$ cat src/rtl/ovh_pkg.sv
package ovh_pkg;
   typedef enum logic [1:0] {
      OVH_RAW    = 2'b00,
      OVH_CHANGE = 2'b01,
      OVH_TWICE  = 2'b10,
      OVH_THRICE = 2'b11
   } ovh_mode_e;

   localparam int CTL_W       = 8;
   localparam int CTL_CRC_EN  = 7;
   localparam int CTL_CNT_EN  = 6;
   localparam int CTL_FE_EN   = 5;
   localparam int CTL_MODE_HI = 4;
   localparam int CTL_MODE_LO = 3;
   localparam logic [CTL_W-1:0] CTL_RESET = 8'h1E;

   function automatic logic [1:0] ovh_need(input ovh_mode_e m);
      case (m)
         OVH_CHANGE: return 2'd1;
         OVH_TWICE:  return 2'd2;
         OVH_THRICE: return 2'd3;
         default:    return 2'd0;
      endcase
   endfunction
endpackage

$ cat src/rtl/ovh_ctl_reg.sv
module ovh_ctl_reg
   import ovh_pkg::*;
#(
   parameter logic [CTL_W-1:0] RESET_VAL = CTL_RESET
) (
   input  logic             clk,
   input  logic             rst_n,
   input  logic             we,
   input  logic [CTL_W-1:0] wdata,
   output logic [CTL_W-1:0] q
);
   always_ff @(posedge clk or negedge rst_n) begin
      if (!rst_n)  q <= RESET_VAL;
      else if (we) q <= wdata;
   end
endmodule

$ cat src/rtl/ovh_bit_filter.sv
module ovh_bit_filter
   import ovh_pkg::*;
(
   input  logic      clk,
   input  logic      rst_n,
   input  logic      strobe,
   input  ovh_mode_e mode,
   input  logic      rx_bit,
   output logic      val_q,
   output logic      changed
);
   logic       cand_q;
   logic [1:0] cnt_q;
   logic [1:0] need;
   logic [1:0] next_cnt;
   logic       accept;

   always_comb begin
      need     = ovh_need(mode);
      next_cnt = (rx_bit == cand_q && cnt_q != 2'd3) ? cnt_q + 2'd1 : 2'd1;
      if (mode == OVH_RAW) accept = (rx_bit != val_q);
      else                 accept = (rx_bit != val_q) && (next_cnt >= need);
      changed  = strobe && accept;
   end

   always_ff @(posedge clk or negedge rst_n) begin
      if (!rst_n) begin
         val_q  <= 1'b0;
         cand_q <= 1'b0;
         cnt_q  <= 2'd0;
      end else if (strobe) begin
         cand_q <= rx_bit;
         if (rx_bit == val_q || accept) begin
            val_q <= rx_bit;
            cnt_q <= 2'd0;
         end else begin
            cnt_q <= next_cnt;
         end
      end
   end
endmodule

$ cat src/rtl/ovh_group.sv
module ovh_group
   import ovh_pkg::*;
#(
   parameter int W = 4
) (
   input  logic         clk,
   input  logic         rst_n,
   input  logic         strobe,
   input  ovh_mode_e    mode,
   input  logic [W-1:0] rx_bits,
   output logic [W-1:0] val_q,
   output logic         any_change
);
   logic [W-1:0] chg;

   for (genvar i = 0; i < W; i++) begin : g_bit
      ovh_bit_filter u_filt (
         .clk     (clk),
         .rst_n   (rst_n),
         .strobe  (strobe),
         .mode    (mode),
         .rx_bit  (rx_bits[i]),
         .val_q   (val_q[i]),
         .changed (chg[i])
      );
   end

   assign any_change = |chg;
endmodule

$ cat src/rtl/ovh_validator.sv
module ovh_validator
   import ovh_pkg::*;
#(
   parameter int A_W = 4,
   parameter int B_W = 6,
   parameter logic [7:0] CTL_INIT = 8'h1E
) (
   input  logic           clk,
   input  logic           rst_n,
   input  logic           cfg_we,
   input  logic [7:0]     cfg_wdata,
   output logic [7:0]     cfg_rdata,
   input  logic           sf_strobe,
   input  logic [A_W-1:0] grp_a_bits,
   input  logic [B_W-1:0] grp_b_bits,
   input  logic           crc_mismatch,
   input  logic           febe_bit,
   output logic [A_W-1:0] reg_a_q,
   output logic [B_W-1:0] reg_b_q,
   output logic           nebe_q,
   output logic           febe_q,
   output logic           irq_a,
   output logic           irq_b,
   output logic           grant_a,
   output logic           grant_b
);
   initial begin
      if (A_W < 1 || A_W > 8) $error("ovh_validator: A_W out of range");
      if (B_W < 1 || B_W > 8) $error("ovh_validator: B_W out of range");
   end

   ovh_mode_e mode;
   logic      chg_a, chg_b, raw, crc_evt, fe_evt;

   ovh_ctl_reg #(.RESET_VAL(CTL_INIT)) u_ctl (
      .clk   (clk),
      .rst_n (rst_n),
      .we    (cfg_we),
      .wdata (cfg_wdata),
      .q     (cfg_rdata)
   );

   assign mode = ovh_mode_e'(cfg_rdata[CTL_MODE_HI:CTL_MODE_LO]);

   ovh_group #(.W(A_W)) u_grp_a (
      .clk        (clk),
      .rst_n      (rst_n),
      .strobe     (sf_strobe),
      .mode       (mode),
      .rx_bits    (grp_a_bits),
      .val_q      (reg_a_q),
      .any_change (chg_a)
   );

   ovh_group #(.W(B_W)) u_grp_b (
      .clk        (clk),
      .rst_n      (rst_n),
      .strobe     (sf_strobe),
      .mode       (mode),
      .rx_bits    (grp_b_bits),
      .val_q      (reg_b_q),
      .any_change (chg_b)
   );

   always_comb begin
      raw     = (mode == OVH_RAW);
      crc_evt = cfg_rdata[CTL_CRC_EN] && crc_mismatch;
      fe_evt  = cfg_rdata[CTL_FE_EN] && !febe_bit;
   end

   always_ff @(posedge clk or negedge rst_n) begin
      if (!rst_n) begin
         irq_a  <= 1'b0;
         irq_b  <= 1'b0;
         nebe_q <= 1'b1;
         febe_q <= 1'b1;
      end else begin
         irq_a <= sf_strobe && (raw || chg_a);
         irq_b <= sf_strobe && (raw || chg_b || crc_evt || fe_evt);
         if (sf_strobe) begin
            nebe_q <= !crc_mismatch;
            febe_q <= febe_bit;
         end
      end
   end

   assign grant_a = irq_a;
   assign grant_b = irq_b && !irq_a;
endmodule

$ cat config.mk
export PLATFORM = sky130hd
export DESIGN_NAME = ovh_validator
export DESIGN_NICKNAME = d
export VERILOG_FILES = /design/src/rtl/ovh_pkg.sv /design/src/rtl/ovh_ctl_reg.sv /design/src/rtl/ovh_bit_filter.sv /design/src/rtl/ovh_group.sv /design/src/rtl/ovh_validator.sv
export SDC_FILE = /design/constraint.sdc
export NUM_CORES = 1
export LEC_CHECK = 0
export ABC_CLOCK_PERIOD_IN_PS = 2940
export BUFFER_PORTS_ARGS = -buffer_cell sky130_fd_sc_hd__buf_4
export CORE_UTILIZATION = 55
export CTS_CLUSTER_SIZE = 28
export DETAILED_ROUTE_END_ITERATION = 6
export GPL_ROUTABILITY_DRIVEN = 1
export PLACE_DENSITY_LB_ADDON = 0.3
export SLEW_MARGIN = 5
export SYNTH_ARGS = -nofsm -noshare
export SYNTH_HDL_FRONTEND = slang
export SYNTH_HIERARCHICAL = 1
export SYNTH_SLANG_ARGS = --single-unit
$ cat constraint.sdc
create_clock -name clk -period 2.94 [get_ports clk]
set_clock_uncertainty 0.15 [all_clocks]
set_input_delay 0 -clock clk [delete_from_list [all_inputs] [get_ports clk]]
set_output_delay 0 -clock clk [all_outputs]
set_load 0.05 [all_outputs]
Word level (Yosys, flattened, before mapping)

Index checks and enable logic that the tools add are counted.

Logic and storage cells: 194
Output and inout bits: 24
Flip-flop bits (word level): 52

Reduce and logical (&&, ||, !) cells: 65
Add/sub/neg operators: 10
Mux-type cells: 31
$lt $le $gt $ge: 10
Equality and inequality tests: 43

Operator list:

| kind                | number |
|---|---|
| $mux 2              | 20 |
| $logic_and 1x1->1   | 35 |
| $add 2x1->2 const B | 10 |
| $eq 1x1->1          | 20 |
| $ge 2x2->1          | 10 |
| $ne 2x2->1 const B  | 10 |
| $reduce_and 2->1    | 10 |
| $logic_or 1x1->1    | 14 |
| $mux 1              | 10 |
| $ne 1x1->1          | 10 |
| $pmux 2 s3          | 1 |
| $reduce_or 6->1     | 1 |
| $eq 2x2->1 const B  | 2 |
| $reduce_or 4->1     | 1 |
| $logic_not 1->1     | 3 |
| $eq 2x1->1 const B  | 1 |
| $logic_not 2->1     | 1 |

Longest topological paths before layout

Depth after elaboration: 12
Mapped depth: 13
Gate-level depth less buffers: 13

Cells and area by module

The synthesis kept the hierarchy.

By module, submodules not included:

| module               | times used | seq. area each (sq um) | area each (sq um) | cells an instance |
|---|---|---|---|---|
| ovh_bit_filter       | 10         | 100.1                  | 286.5             | 27 |
| ovh_ctl_reg          | 1          | 205.2                  | 336.6             | 17 |
| ovh_validator        | 1          | 102.6                  | 175.2             | 14 |
| ovh_group at u_grp_b | 1          | 0.0                    | 13.8              | 3 |
| ovh_group at u_grp_a | 1          | 0.0                    | 7.5               | 1 |

Least setup slack after synthesis

No wires, ideal clock.

Kind: reg2reg
Start point: register u_ctl.q[3]
End point: register irq_b
Setup time: 124 ps
Data required time: 2,666 ps
Setup slack: 192 ps
Stages on the path, launching flop included: 11
Arrival: 2,474 ps
Path buffers: 1
Clock period less this slack: 2,748 ps
Cell sequence: dfstp_2 clkbuf_1 ha_1 nand2b_4 a211oi_2 nand2b_1 nor2_1 nor4_1 nand2_1 a21o_1 o31a_1

Word-level cells in the longest chain between the ends: 11
Elaborated cells on any way between the ends: 34
Those cells by class: order compare: 6; eq/ne: 3; mux: 7; reduce/logical: 18

RTL lines:

| element                                  | RTL line             | RTL |
|---|---|---|
| start, declared                          | ovh_ctl_reg.sv:10    | `output logic [CTL_W-1:0] q` |
| start signal, assigned                   | ovh_ctl_reg.sv:14    | `else if (we) q <= wdata;` |
| $eq 2x2->1 or $eq 2x1->1 (tied branches) | ovh_pkg.sv:18        | `case (m)` |
| $pmux 2 s3                               | ovh_pkg.sv:18        |  |
| $ge 2x2->1                               | ovh_bit_filter.sv:22 | `else accept = (rx_bit != val_q) && (next_cnt >= need);` |
| $logic_and 1x1->1                        | ovh_bit_filter.sv:22 |  |
| $mux 1 *                                 | ovh_bit_filter.sv:21 | `if (mode == OVH_RAW) accept = (rx_bit != val_q);` |
| $logic_and 1x1->1 *                      | ovh_bit_filter.sv:23 | `changed = strobe && accept;` |
| via u_grp_b.chg[5]                       | ovh_group.sv:14      | `logic [W-1:0] chg;` |
| $reduce_or 6->1 *                        | ovh_group.sv:28      | `assign any_change = \|chg;` |
| via chg_b                                | ovh_validator.sv:33  | `logic chg_a, chg_b, raw, crc_evt, fe_evt;` |
| $logic_or 1x1->1 * (3 in series)         | ovh_validator.sv:79  | `irq_b <= sf_strobe && (raw \|\| chg_b \|\| crc_evt \|\| fe_evt);` |
| $logic_and 1x1->1 *                      | ovh_validator.sv:79  |  |
| end signal, assigned                     | ovh_validator.sv:79  |  |
| end, declared                            | ovh_validator.sv:23  | `output logic irq_b,` |

Mark *: on every way through the listed nets, which the timed path passes. The rest lies on a longest branch.
A chain may end at the register's enable or synchronous reset.

Worst setup path after layout

Start point: register u_grp_b.g_bit[5].u_filt.cnt_q[0]
End point: register irq_b

Word-level cells in the longest chain between the ends: 12
Elaborated cells on any way between the ends: 13
Those cells by class: add/sub: 1; order compare: 1; eq/ne: 1; mux: 2; reduce/logical: 8

RTL lines:

| element                                                             | RTL line             | RTL |
|---|---|---|
| start, declared                                                     | ovh_bit_filter.sv:13 | `logic [1:0] cnt_q;` |
| start signal, assigned                                              | ovh_bit_filter.sv:37 | `cnt_q <= next_cnt;` |
| parallel branches: the longest is 2 deep, another holds $add 2x1->2 | --                   |  |
| $mux 2 *                                                            | ovh_bit_filter.sv:20 | `next_cnt = (rx_bit == cand_q && cnt_q != 2'd3) ? cnt_q + 2'd1 : 2'd1;` |
| $ge 2x2->1 *                                                        | ovh_bit_filter.sv:22 |  |
| $logic_and 1x1->1 *                                                 | ovh_bit_filter.sv:22 |  |
| $mux 1 *                                                            | ovh_bit_filter.sv:21 |  |
| $logic_and 1x1->1 *                                                 | ovh_bit_filter.sv:23 |  |
| via u_grp_b.chg[5]                                                  | ovh_group.sv:14      |  |
| $reduce_or 6->1 *                                                   | ovh_group.sv:28      |  |
| via chg_b                                                           | ovh_validator.sv:33  |  |
| $logic_or 1x1->1 * (3 in series)                                    | ovh_validator.sv:79  |  |
| $logic_and 1x1->1 *                                                 | ovh_validator.sv:79  |  |

Mark *: on every way through the listed nets, which the timed path passes.

==> impl_metrics.csv <==
group,metric,value,unit
status,outcome,"finished, final reports clean",
sta,fin_ws,0.206,ns
power,p_per_area,624,nW/um^2
routing,drc,0,
setup_path,cp.required,3.00,ns
sta,rsz0062_at_grt,"false",
clock_tree,clk_pin_slew,0.10,ns
job,maxCapViolations,0,
setup_path,cp_cell_sequence,"ha_1 > nor2_1 > nand2_1 > inv_1 > ha_1 > nand2b_4 > a211oi_2 > nand2b_1 > nor2_1 > nor4_2 > nand2_1 > a21o_1 > o31a_1",
final_layout,diodes,0,
clock_tree,insertion_delay,0.31,ns
synthesis,ys_ff_latch,52,
power,power_switching,0.996,mW
clock_tree,ctsHtreeMaxLevel,2,
floorplanning,die_h,80.6,um
clock_tree,cts-root-buf,"clkbuf_8",
clock_tree,cts.sinks,52,
final_layout,final_common_cell,"buf_4",
sta,fin_crit,2.73,ns
synthesis,yosysWarnings,6,
sta,setup_viol,0,
sta,finalMaxSlewViolations,0,
power,irDropWorstVdd,415,uV
synthesis,synth_nets,359,
grt,overflow,0,
synthesis,netlist_area,3400,um^2
sta,whs,0.0543,ns
floorplanning,pin_count,48,
placement,port_buffers,47,
synthesis,synth-seq-area-share,38.5,%
routing,wirelength,6310,um
floorplanning,dieWidth,80.6,um
setup_path,critical_path_class,"flop to flop",
floorplanning,die-area,6500,um^2
setup_path,worst-path-max-fanout,3,
synthesis,yosysUniqueCellTypes,28,
grt,grt_max_degree,65,
floorplanning,initial_core_util,57.1,%
power,clkPwrFrac,19.0,%
final_layout,syn2layout_area_growth,24.4,%
floorplanning,core_area,5960,um^2
synthesis,syn_avg_cell_area,11.1,um^2
routing,drt-vias-per-instance,5.20,
synthesis,yosysTopAreaCell,"dfrtp_1",
clock_tree,cts_made_buffers,5,
clock_tree,clockBufferDepth,2,
floorplanning,rows,28,
placement,place_ws,0.140,ns
routing,dr_total_vias,2369,
power,internal_power,1.64,mW
synthesis,synth_cells,305,
power,seqPwrFrac,36.7,%
grt,antenna_found_initial,0,
synthesis,ys_top_cells_by_area,"dfrtp_1, ha_1, a31o_1",
final_layout,final_cell_mix,"buf_4, dfrtp_1, ha_1, dlygate4sd3_1",
placement,place_congestion,0.754,
routing,drtAntennaViolNets,0,
sta,tns,0,ns
grt,grt_pass1_wl,10800,um
final_layout,utilization,71.0,%
sta,max_freq,0.366,GHz
sta,hold_violations,0,
power,leakage,2.11,nW
synthesis,yosysTopAreaCellShare,33.9,%
placement,dp_hpwl,4390,um
final_layout,drive_gt1_share,35.4,%
worst_hold_path,min_path_type,"primary input to flop",
placement,dpl.cell_count,419,
clock_tree,cts_tree,"yes",
routing,first_iter_violations,106,
sta,slew_headroom,55.9,%
setup_path,crit_family,"simple AND/OR/NAND/NOR gates",
setup_path,startpoint_type,"flop",
routing,first_pass_iters,4,
routing,detail_route.wl_per_cell,13.8,um
sta,max_slew.worst_pin.slew,0.661,ns
power,pwr-share-comb,44.4,%
setup_path,slowest_stage,"dfrtp_1",
final_layout,nets,434,
grt,grt_pass1_vias,2413,
setup_path,worst_ep_arrival_time,2.79,ns
setup_path,max_stage_delay,0.41,ns
grt,grt_use_total,21.8,%
clock_tree,post_cts_buffers,0,
final_layout,fin_cells,456,
power,sw_frac_of_total,37.8,%
sta,finalCritPeriodShare,93.0,%
setup_path,critPathCaptureType,"flop",
setup_path,crit_buf_inv,1,
worst register-to-register path: cells and delay by family (launching register included):
kind | cells | cell delay, ns
and+or+nand+nor | 7 | 1.00
AOI/OAI and AO/OA | 3 | 0.60
adders and majority gates | 2 | 0.42
DFF | 1 | 0.41
buffers and inverters | 1 | 0.06
kinds of logic (layout without fill, tap and decap cells):
family	count (synthesis)	in the layout	share of synthesized area, %
simple gates	107	107	21.0
flops	52	52	38.5
compound gates	33	33	9.54
buf+inv	33	109	3.98
fa+ha+maj	30	30	11.0
mux	30	30	10.8
xor+xnor	20	20	5.15
what timing repair did:
action,CTS,global route
gates resized for setup,0,1
hold endpoints to repair,83,0
endpoints found under the setup margin,0,1
hold buffers,29,0
cells in the mapped netlist, drive strengths merged:
| library cell | count |
|---|---|
| and2 | 10 |
| nor2 | 32 |
| xor2 | 10 |
| a31o | 20 |
| dfrtp | 46 |
| a211oi | 10 |
| or4 | 1 |
| xnor2 | 10 |
| a21o | 1 |
| mux2 | 29 |
| o21a | 1 |
| nor4 | 1 |
| inv | 21 |
| clkbuf | 10 |
| mux2i | 1 |
| nor2b | 32 |
| nand2b | 20 |
| ha | 30 |
| dfstp | 6 |
| o31a | 1 |
| buf | 2 |
| nand2 | 11 |
metal layers:
metal,GRT usage (%),vias to the layer above,wire length [um]
li1,-,1170,-
met1,26.0,1148,2860
met2,39.8,43,3200
met3,2.73,8,177
met4,7.50,0,81
met5,0,-,0
state kept, by name (all words and copies together), names as in the netlist:
signal,count
u_grp_b/g_bit.u_filt/cand_q,6
nebe_q,1
u_ctl/q,8
u_grp_b/g_bit.u_filt/cnt_q,12
u_grp_a/g_bit.u_filt/val_q,4
febe_q,1
u_grp_b/g_bit.u_filt/val_q,6
irq_b,1
u_grp_a/g_bit.u_filt/cnt_q,8
grant_a,1
u_grp_a/g_bit.u_filt/cand_q,4
layout make-up:
class	count	area, um^2
clock buffer	5	68.8
clock inverter	3	42.5
fill	448	1730
inverter	21	78.8
multi-input combinational	220	1960
sequential	52	1310
tap	75	93.8
timing repair buffer	80	673
power groups by stage:
stage                     Sequential, mW  Clock, mW  Combinational [mW]
final                              0.968      0.501                1.17
after detailed placement           0.980          0                1.13
after floorplan                     1.19          0               0.621
after global routing               0.988      0.535                1.27
after global placement             0.970          0                1.10
after CTS                          0.968      0.512                1.17
metrics by stage:
step,power [mW],instance area (um^2)
after detailed placement,2.11,3820
after global placement,2.07,3820
after CTS,2.65,4220
final,2.64,4230
after floorplan,1.81,3400
after global routing,2.79,4230
path summary, 6_finish.rpt:
check	startpoint	endpoint	slack [ns]	cells after the start
max in group asynchronous	rst_n	u_grp_b/g_bit[5].u_filt/cnt_q[0]$_DFFE_PN0P_	2.09	2
min in group asynchronous	rst_n	u_grp_a/g_bit[0].u_filt/cnt_q[0]$_DFFE_PN0P_	0.11	2
worst max register to register	u_grp_b/g_bit[5].u_filt/cnt_q[0]$_DFFE_PN0P_	irq_b$_DFF_PN0_	0.21	13
worst max-delay path	u_grp_b/g_bit[5].u_filt/cnt_q[0]$_DFFE_PN0P_	irq_b$_DFF_PN0_	0.21	13
worst min register to register	nebe_q$_DFFE_PN1P_	nebe_q$_DFFE_PN1P_	0.35	2
worst min-delay path	sf_strobe	nebe_q$_DFFE_PN1P_	0.05	2
Note: power is estimated with default switching activity, not from simulation.
